<file path="config.mk">
export PLATFORM = sky130hd
export DESIGN_NAME = flash_done_poller
export DESIGN_NICKNAME = d
export VERILOG_FILES = /design/src/rtl/fdp_pkg.sv /design/src/rtl/fdp_dpath.sv /design/src/rtl/fdp_ctrl.sv /design/src/rtl/flash_done_poller.sv
export SDC_FILE = /design/constraint.sdc
export NUM_CORES = 1
export LEC_CHECK = 0
export BUFFER_PORTS_ARGS = -buffer_cell sky130_fd_sc_hd__buf_2
export CORE_ASPECT_RATIO = 0.6
export CORE_MARGIN = 2
export CORE_UTILIZATION = 60
export CTS_BUF_LIST = sky130_fd_sc_hd__clkbuf_8
export DETAILED_ROUTE_END_ITERATION = 8
export MAX_ROUTING_LAYER = met4
export PLACE_DENSITY = 0.86
export SLEW_MARGIN = 40
export SYNTH_ARGS = -nofsm -noshare
export SYNTH_HDL_FRONTEND = slang
export SYNTH_HIERARCHICAL = 1
export SYNTH_SLANG_ARGS = --single-unit
</file>
<file path="constraint.sdc">
create_clock -name clk -period 6.2 [get_ports clk]
set_input_delay 1.86 -clock clk [delete_from_list [all_inputs] [get_ports clk]]
set_output_delay 1.86 -clock clk [all_outputs]
set_load 0.005 [all_outputs]
</file>
<file path="src/rtl/fdp_pkg.sv">
package fdp_pkg;

  localparam logic [1:0] MODE_RDYBSY = 2'd0;
  localparam logic [1:0] MODE_DATA   = 2'd1;

  typedef enum logic [2:0] {
    ST_IDLE,
    ST_RBWAIT,
    ST_POLL,
    ST_CONF1,
    ST_CONF2
  } pollState_t;

  // strobes from control to datapath
  typedef struct packed {
    logic load;
    logic savePrev;
    logic saveOk1;
    logic finPass;
    logic finTimeout;
    logic finReject;
  } ctlStrobe_t;

  // conditions from datapath to control
  typedef struct packed {
    logic rbMode;
    logic statusOk;
    logic byteMatch;
    logic timedOut;
    logic firstOk;
  } dpStatus_t;

endpackage

</file>
<file path="src/rtl/fdp_dpath.sv">
module fdp_dpath
  import fdp_pkg::*;
#(
  parameter int AW = 12,
  parameter int TW = 16
) (
  input  logic          clk,
  input  logic          rstN,
  input  ctlStrobe_t    strobe,
  input  logic          busy,
  input  logic          opErase,
  input  logic [1:0]    detMode,
  input  logic [7:0]    expData,
  input  logic [AW-1:0] addrIn,
  input  logic [TW-1:0] timeoutLim,
  input  logic [7:0]    rdData,
  output dpStatus_t     stat,
  output logic [AW-1:0] rdAddr,
  output logic          donePulse,
  output logic          passPulse,
  output logic          stDone,
  output logic          stPass,
  output logic          stTimeout,
  output logic          stReject
);

  localparam logic [TW-1:0] CNT_MAX = {TW{1'b1}};
  localparam int STAT_BIT = 7;
  localparam int TGL_BIT  = 6;

  logic [1:0]    modeQ;
  logic [7:0]    tgtQ;
  logic [AW-1:0] addrQ;
  logic [TW-1:0] limQ;
  logic [TW-1:0] cntQ;
  logic          prevTglQ;
  logic          havePrevQ;
  logic          ok1Q;
  logic          anyFin;

  assign anyFin = strobe.finPass | strobe.finTimeout | strobe.finReject;

  // configuration latched at start
  always_ff @(posedge clk) begin
    if (!rstN) begin
      modeQ <= MODE_RDYBSY;
      tgtQ  <= '0;
      addrQ <= '0;
      limQ  <= '0;
    end else if (strobe.load) begin
      modeQ <= detMode;
      tgtQ  <= opErase ? 8'hFF : expData;
      addrQ <= addrIn;
      limQ  <= timeoutLim;
    end
  end

  // cycle counter, saturating
  always_ff @(posedge clk) begin
    if (!rstN)
      cntQ <= '0;
    else if (strobe.load)
      cntQ <= '0;
    else if (busy && cntQ != CNT_MAX)
      cntQ <= cntQ + 1'b1;
  end

  // history of the toggle bit and first confirmation
  always_ff @(posedge clk) begin
    if (!rstN) begin
      prevTglQ  <= 1'b0;
      havePrevQ <= 1'b0;
      ok1Q      <= 1'b0;
    end else begin
      if (strobe.load)
        havePrevQ <= 1'b0;
      else if (strobe.savePrev) begin
        prevTglQ  <= rdData[TGL_BIT];
        havePrevQ <= 1'b1;
      end
      if (strobe.saveOk1)
        ok1Q <= (rdData == tgtQ);
    end
  end

  // result pulses and sticky flags
  always_ff @(posedge clk) begin
    if (!rstN) begin
      donePulse <= 1'b0;
      passPulse <= 1'b0;
      stDone    <= 1'b0;
      stPass    <= 1'b0;
      stTimeout <= 1'b0;
      stReject  <= 1'b0;
    end else begin
      donePulse <= anyFin;
      passPulse <= strobe.finPass;
      if (strobe.load) begin
        stDone    <= 1'b0;
        stPass    <= 1'b0;
        stTimeout <= 1'b0;
        stReject  <= 1'b0;
      end else begin
        if (anyFin)            stDone    <= 1'b1;
        if (strobe.finPass)    stPass    <= 1'b1;
        if (strobe.finTimeout) stTimeout <= 1'b1;
        if (strobe.finReject)  stReject  <= 1'b1;
      end
    end
  end

  always_comb begin
    stat.rbMode    = (modeQ == MODE_RDYBSY);
    stat.statusOk  = (modeQ == MODE_DATA) ? (rdData[STAT_BIT] == tgtQ[STAT_BIT])
                                          : (havePrevQ && rdData[TGL_BIT] == prevTglQ);
    stat.byteMatch = (rdData == tgtQ);
    stat.timedOut  = (cntQ >= limQ);
    stat.firstOk   = ok1Q;
  end

  assign rdAddr = addrQ;

  // address does not move while an operation runs
  a_r4_addr_stable: assert property (@(posedge clk) disable iff (!rstN)
    (busy && $past(busy) && !$past(strobe.load)) |-> $stable(rdAddr));

  // a timeout is never also a pass or a rejection
  a_r9_timeout_excl: assert property (@(posedge clk) disable iff (!rstN)
    stTimeout |-> (!stPass && !stReject));

  // rejection and pass never coexist
  a_r8_reject_excl: assert property (@(posedge clk) disable iff (!rstN)
    stReject |-> !stPass);

  // sticky flags only appear together with stDone
  a_r10_sticky_done: assert property (@(posedge clk) disable iff (!rstN)
    (stPass || stTimeout || stReject) |-> stDone);

endmodule

</file>
<file path="src/rtl/fdp_ctrl.sv">
module fdp_ctrl
  import fdp_pkg::*;
(
  input  logic       clk,
  input  logic       rstN,
  input  logic       startReq,
  input  logic [1:0] detMode,
  input  logic       rdyBusy,
  input  logic       rdAck,
  input  dpStatus_t  stat,
  output ctlStrobe_t strobe,
  output logic       busy,
  output logic       rdReq
);

  pollState_t stateQ, stateD;

  always_ff @(posedge clk) begin
    if (!rstN) stateQ <= ST_IDLE;
    else       stateQ <= stateD;
  end

  always_comb begin
    stateD = stateQ;
    strobe = '0;
    unique case (stateQ)
      ST_IDLE: begin
        if (startReq) begin
          strobe.load = 1'b1;
          stateD = (detMode == MODE_RDYBSY) ? ST_RBWAIT : ST_POLL;
        end
      end
      ST_RBWAIT: begin
        if (rdyBusy) begin
          strobe.finPass = 1'b1;
          stateD = ST_IDLE;
        end else if (stat.timedOut) begin
          strobe.finTimeout = 1'b1;
          stateD = ST_IDLE;
        end
      end
      ST_POLL: begin
        if (rdAck) begin
          strobe.savePrev = 1'b1;
          if (stat.statusOk) begin
            if (stat.byteMatch) begin
              strobe.finPass = 1'b1;
              stateD = ST_IDLE;
            end else begin
              stateD = ST_CONF1;
            end
          end else if (stat.timedOut) begin
            strobe.finTimeout = 1'b1;
            stateD = ST_IDLE;
          end
        end
      end
      ST_CONF1: begin
        if (rdAck) begin
          strobe.saveOk1 = 1'b1;
          stateD = ST_CONF2;
        end
      end
      ST_CONF2: begin
        if (rdAck) begin
          if (stat.firstOk && stat.byteMatch) strobe.finPass = 1'b1;
          else                                 strobe.finReject = 1'b1;
          stateD = ST_IDLE;
        end
      end
      default: stateD = ST_IDLE;
    endcase
  end

  assign busy  = (stateQ != ST_IDLE);
  assign rdReq = (stateQ == ST_POLL) || (stateQ == ST_CONF1) || (stateQ == ST_CONF2);

  // an unanswered request stays up
  a_r4_req_hold: assert property (@(posedge clk) disable iff (!rstN)
    (rdReq && !rdAck) |=> rdReq);

  // ready/busy mode never reads the device
  a_r3_rb_no_read: assert property (@(posedge clk) disable iff (!rstN)
    (busy && stat.rbMode) |-> !rdReq);

  // a start pulse while busy leaves the state machine busy
  a_r2_start_ignored: assert property (@(posedge clk) disable iff (!rstN)
    (busy && startReq && !strobe.finPass && !strobe.finTimeout && !strobe.finReject) |=> busy);

endmodule

</file>
<file path="src/rtl/flash_done_poller.sv">
module flash_done_poller
  import fdp_pkg::*;
#(
  parameter int AW = 12,
  parameter int TW = 16
) (
  input  logic          clk,
  input  logic          rstN,
  input  logic          startReq,
  input  logic          opErase,
  input  logic [1:0]    detMode,
  input  logic [7:0]    expData,
  input  logic [AW-1:0] addrIn,
  input  logic [TW-1:0] timeoutLim,
  input  logic          rdyBusy,
  output logic          rdReq,
  output logic [AW-1:0] rdAddr,
  input  logic          rdAck,
  input  logic [7:0]    rdData,
  output logic          busy,
  output logic          donePulse,
  output logic          passPulse,
  output logic          stDone,
  output logic          stPass,
  output logic          stTimeout,
  output logic          stReject
);

  ctlStrobe_t strobe;
  dpStatus_t  stat;

  fdp_ctrl i_ctrl (
    .clk      (clk),
    .rstN     (rstN),
    .startReq (startReq),
    .detMode  (detMode),
    .rdyBusy  (rdyBusy),
    .rdAck    (rdAck),
    .stat     (stat),
    .strobe   (strobe),
    .busy     (busy),
    .rdReq    (rdReq)
  );

  fdp_dpath #(.AW(AW), .TW(TW)) i_dpath (
    .clk        (clk),
    .rstN       (rstN),
    .strobe     (strobe),
    .busy       (busy),
    .opErase    (opErase),
    .detMode    (detMode),
    .expData    (expData),
    .addrIn     (addrIn),
    .timeoutLim (timeoutLim),
    .rdData     (rdData),
    .stat       (stat),
    .rdAddr     (rdAddr),
    .donePulse  (donePulse),
    .passPulse  (passPulse),
    .stDone     (stDone),
    .stPass     (stPass),
    .stTimeout  (stTimeout),
    .stReject   (stReject)
  );

  // leaving busy always comes with the completion pulse
  a_r10_done_on_fall: assert property (@(posedge clk) disable iff (!rstN)
    $fell(busy) |-> donePulse);

  // pass pulse only inside a done pulse
  a_r10_pass_in_done: assert property (@(posedge clk) disable iff (!rstN)
    passPulse |-> donePulse);

  // no read is outstanding when the result is reported
  a_r10_done_no_req: assert property (@(posedge clk) disable iff (!rstN)
    donePulse |-> !rdReq);

endmodule

</file>
Word-level counts from Yosys, hierarchy flattened --
Cells that the tools add are included. W data, S select, Z words.
Storage, ports and cells: flip-flop bits (word level) 66, input port bits 52, output and inout bits 20, logic and storage cells 76
Operators by class: add/subtract/negate cells 1, order comparisons 1, eq/ne operators 13, muxes and demuxes 31, bitwise gates (word level) 4, reductions and logical operators 11
Operators by type and width (count):
- $mux W3 | 7
- $mux W1 | 17
- $add A16 B1 Y16 const B | 1
- $ge A16 B16 Y1 | 1
- $ne A16 B16 Y1 const B | 1
- $pmux W3 S5 | 1
- $eq A8 B8 Y1 | 1
- $mux W8 | 1
- $ne A2 B2 Y1 const B | 4
- $eq A3 B2 Y1 const B | 2
- $mux W2 | 3
- $reduce_and A4 Y1 | 1
- $eq A3 B1 Y1 const B | 1
- $eq A3 B3 Y1 const B | 1
- $logic_and A1 B1 Y1 | 3
- $logic_not A3 Y1 | 1
- $pmux W1 S3 | 1
- $reduce_bool A3 Y1 | 1
- $eq A1 B1 Y1 | 2
- $eq A2 B1 Y1 const B | 1
- $logic_not A2 Y1 | 1
- $logic_or A1 B1 Y1 | 2
- $not A1 Y1 | 2
- $or A1 B1 Y1 | 2
- other kinds (3) | 3

Longest topological paths before layout --
depth in word-level cells 8, depth in mapped cells 9, mapped depth without buffers 9

Cells and area by module --
The synthesis kept the hierarchy.
Modules (own cells, without submodules):
- fdp_dpath | instances 1, cells each 322, area each 3083.0 um2, seq. area each 1261.2 um2
- fdp_ctrl | instances 1, cells each 45, area each 347.8 um2, seq. area each 60.1 um2

Worst setup path after synthesis --
No wires, ideal clock.
kind in2reg, start in rdData[2], end reg i_dpath.passPulse, library setup time 0.060 ns, data arrival time 3.244 ns, data required time 6.140 ns, slack 2.895 ns, stages 6, buffers on the path 0, cell sequence xnor2_1 nand4_1 nor4_1 nand2_1 o31ai_1 and2_1
RTL lines:
- start, declared | RTL line flash_done_poller.sv:19 | input logic [7:0] rdData,
- end signal, assigned | RTL line fdp_dpath.sv:97 | passPulse <= strobe.finPass;
- end, declared | RTL line fdp_dpath.sv:20 | output logic passPulse,

Worst setup path in the final report --
start reg i_ctrl.stateQ[1], end out busy
On the way: longest elaborated chain between the ends 1
RTL lines:
- start, declared | RTL line fdp_ctrl.sv:16 | pollState_t stateQ, stateD;
- start signal, assigned | RTL line fdp_ctrl.sv:20 | else stateQ <= stateD;
- $reduce_bool A3 Y1 | RTL line fdp_ctrl.sv:75 | assign busy = (stateQ != ST_IDLE);
- end, declared | RTL line flash_done_poller.sv:20 | output logic busy,
Every way passes these cells.

==> results.sh <==
export IMPL_run_status="completed"
export IMPL_drv_slew=0
export IMPL_drt_iter0_markers=228
export IMPL_clock_power_share_pct=31.0
export IMPL_use_met2_pct=35.1
export IMPL_yosysWarnings=6
export IMPL_cp_start_kind="register"
export IMPL_firstDrtPassIters=4
export IMPL_fin_crit_sh_pct=54.0
export IMPL_ctsResizeCount=0
export IMPL_design_area_sq_mm=0.00398
export IMPL_busiest_layer="met1"
export IMPL_drv_cap=0
export IMPL_p_leak_nw=1.69
export IMPL_antenna_found_initial=0
export IMPL_peakVddDrop_mv=0.206
export IMPL_intPower_w=0.000780
export IMPL_groute_layer_met1_usage_pct=35.3
export IMPL_cp_startpoint="i_ctrl/stateQ[1]"
export IMPL_first_global_vias=2581
export IMPL_reg2reg_depth=9
export IMPL_criticalPathCategory="reg2out"
export IMPL_globalplace_congestion=0.851
export IMPL_use_met3_pct=6.38
export IMPL_avgSynthCellArea_sq_um=9.36
export IMPL_end_kind="output port"
export IMPL_rows=21
export IMPL_postLayoutSetupSlackWorst_ps=2850
export IMPL_total_power_w=0.00110
export IMPL_whs_path_depth=2
export IMPL_grt_util_all_layers_pct=25.1
export IMPL_nets=499
export IMPL_wl_per_cell_um=14.3
export IMPL_swShare_pct=29.4
export IMPL_grt_pass1_wl_um=12100
export IMPL_p_comb_share_pct=23.8
export IMPL_cts_tree="done"
export IMPL_power_per_cell_area_mw_per_mm2=277
export IMPL_fin_skew_ps=7.36
export IMPL_pwr_share_seq_pct=45.2
export IMPL_finalNonFillerCells=514
export IMPL_grt_max_degree=50
export IMPL_antenna_left=0
export IMPL_worstHoldStart="i_dpath/stPass"
export IMPL_dieArea_sq_mm=0.00635
export IMPL_syn_num_nets=435
export IMPL_min_path_type="reg2reg"
export IMPL_syn2layout_area_growth_pct=16.1
export IMPL_clk_pin_slew_worst_paths_ps=70
export IMPL_cp_arrival_ps=1490
export IMPL_drt_total_wl_um=7360
export IMPL_netlist_instances=366
export IMPL_num_fill_cells=448
export IMPL_setup_viol=0
export IMPL_clk_latency_ps=340
export IMPL_dp_cells=499
export IMPL_dpl_cell_area_sq_mm=0.00379
export IMPL_clkSinkCount=66
export IMPL_switching_power_w=0.000325
export IMPL_holdPathEnd="i_dpath/stPass"
export IMPL_finalHoldViolations=0
export IMPL_drive_gt1_share_pct=25.6
export IMPL_cts_buffer_depth=2
export IMPL_final_setup_tns_ps=0
export IMPL_dr_total_vias=2787
export IMPL_syn_area_sq_mm=0.00343
export IMPL_diodes=0
export IMPL_core_area_sq_mm=0.00554
export IMPL_reg2reg_setup_slack_ps=3540
export IMPL_cts_hold_buffers_added=0
export IMPL_slew_headroom_pct=49.2
export IMPL_rsz0062_at_grt="false"
export IMPL_cp_max_fo=14
export IMPL_io_buffer_count=71
export IMPL_grt_ovfl_total=0
export IMPL_crit_required_ps=4340
export IMPL_rr_endpoint="i_ctrl/stateQ[1]"
export IMPL_dpl_worst_slack_ps=2540
export IMPL_dieHeight_um=62.5
export IMPL_ios=72
export IMPL_tightest_slew_ps=758
export IMPL_root_buffer="clkbuf_8"
export IMPL_die_w_um=102
export IMPL_fmax_ghz=0.299
export IMPL_cts_max_level=3
export IMPL_drc=0
export IMPL_start_util_pct=61.8
export IMPL_dp_hpwl_um=5360
export IMPL_routed_via_density=5.42
export IMPL_reg2reg_from="i_dpath/cntQ[0]"
export IMPL_min_period_ps=3350
export IMPL_post_cts_buffers=0
export IMPL_cts_inserted_buffers=9
[sequential cells by signal (all words and copies together) (netlist names), 2 cells and up]
name,flops
i_dpath/tgtQ,8
i_dpath/rdAddr,12
i_dpath/modeQ,2
i_dpath/limQ,16
i_ctrl/stateQ,3
i_dpath/cntQ,16
[layout make-up]
type                       count  area (sq um)  area share [%]
multi-input combinational    257          1920            48.3
sequential                    66          1320            33.2
timing repair buffer          72           363            9.12
clock buffer                  10           138            3.46
clock inverter                 5          47.5            1.19
inverter                      24          90.1            2.26
tap                           80           100            2.51
[per-layer routing]
metal,vias up,wire [um]
met5,-,0
met4,0,75
met3,8,452
met2,95,3170
met1,1266,3670
li1,1418,-
[worst max path at each step]
stage | end | slack, ps
final | busy | 2850
after global routing | i_dpath/cntQ[13] | 2710
after CTS | busy | 2850
after detailed placement | i_dpath/cntQ[10] | 2540
after global placement | i_dpath/cntQ[14] | 2300
after floorplan | i_dpath/passPulse | 2900
[power by group through the flow]
stage	clock network, W	registers (W)	logic [W]
2_1_floorplan	0	0.000496	0.000202
3_3_place_gp	0	0.000505	0.000251
3_5_place_dp	0	0.000507	0.000260
4_1_cts	0.000349	0.000499	0.000262
5_1_grt	0.000370	0.000505	0.000291
6_report	0.000342	0.000500	0.000262
[worst max-delay path, stage by stage (launching register included)]
cell     delay [ps]
dfxtp_1         430
or3_4           550
buf_2           170
[layout by cell type (no fill, tap or decap), drive strengths merged, types with 4 or more instances in the layout]
cell,instances
buf,72
dfxtp,66
mux2i,40
nor2b,34
nand2,28
inv,26
nor2,19
ha,17
a21oi,11
clkbuf,10
nand2b,10
nand4,10
o221a,8
nand3,7
xnor2,7
nor3,7
a211oi,6
o21ai,6
and4,4
[through the flow]
step | hold WS (ps) | util (%)
2_1_floorplan | 440 | -
3_3_place_gp | 451 | 68.3
3_5_place_dp | 466 | 68.4
4_1_cts | 489 | 71.8
5_1_grt | 516 | 71.8
6_report | 481 | 71.8
Note: power is estimated with default switching activity, not from simulation.
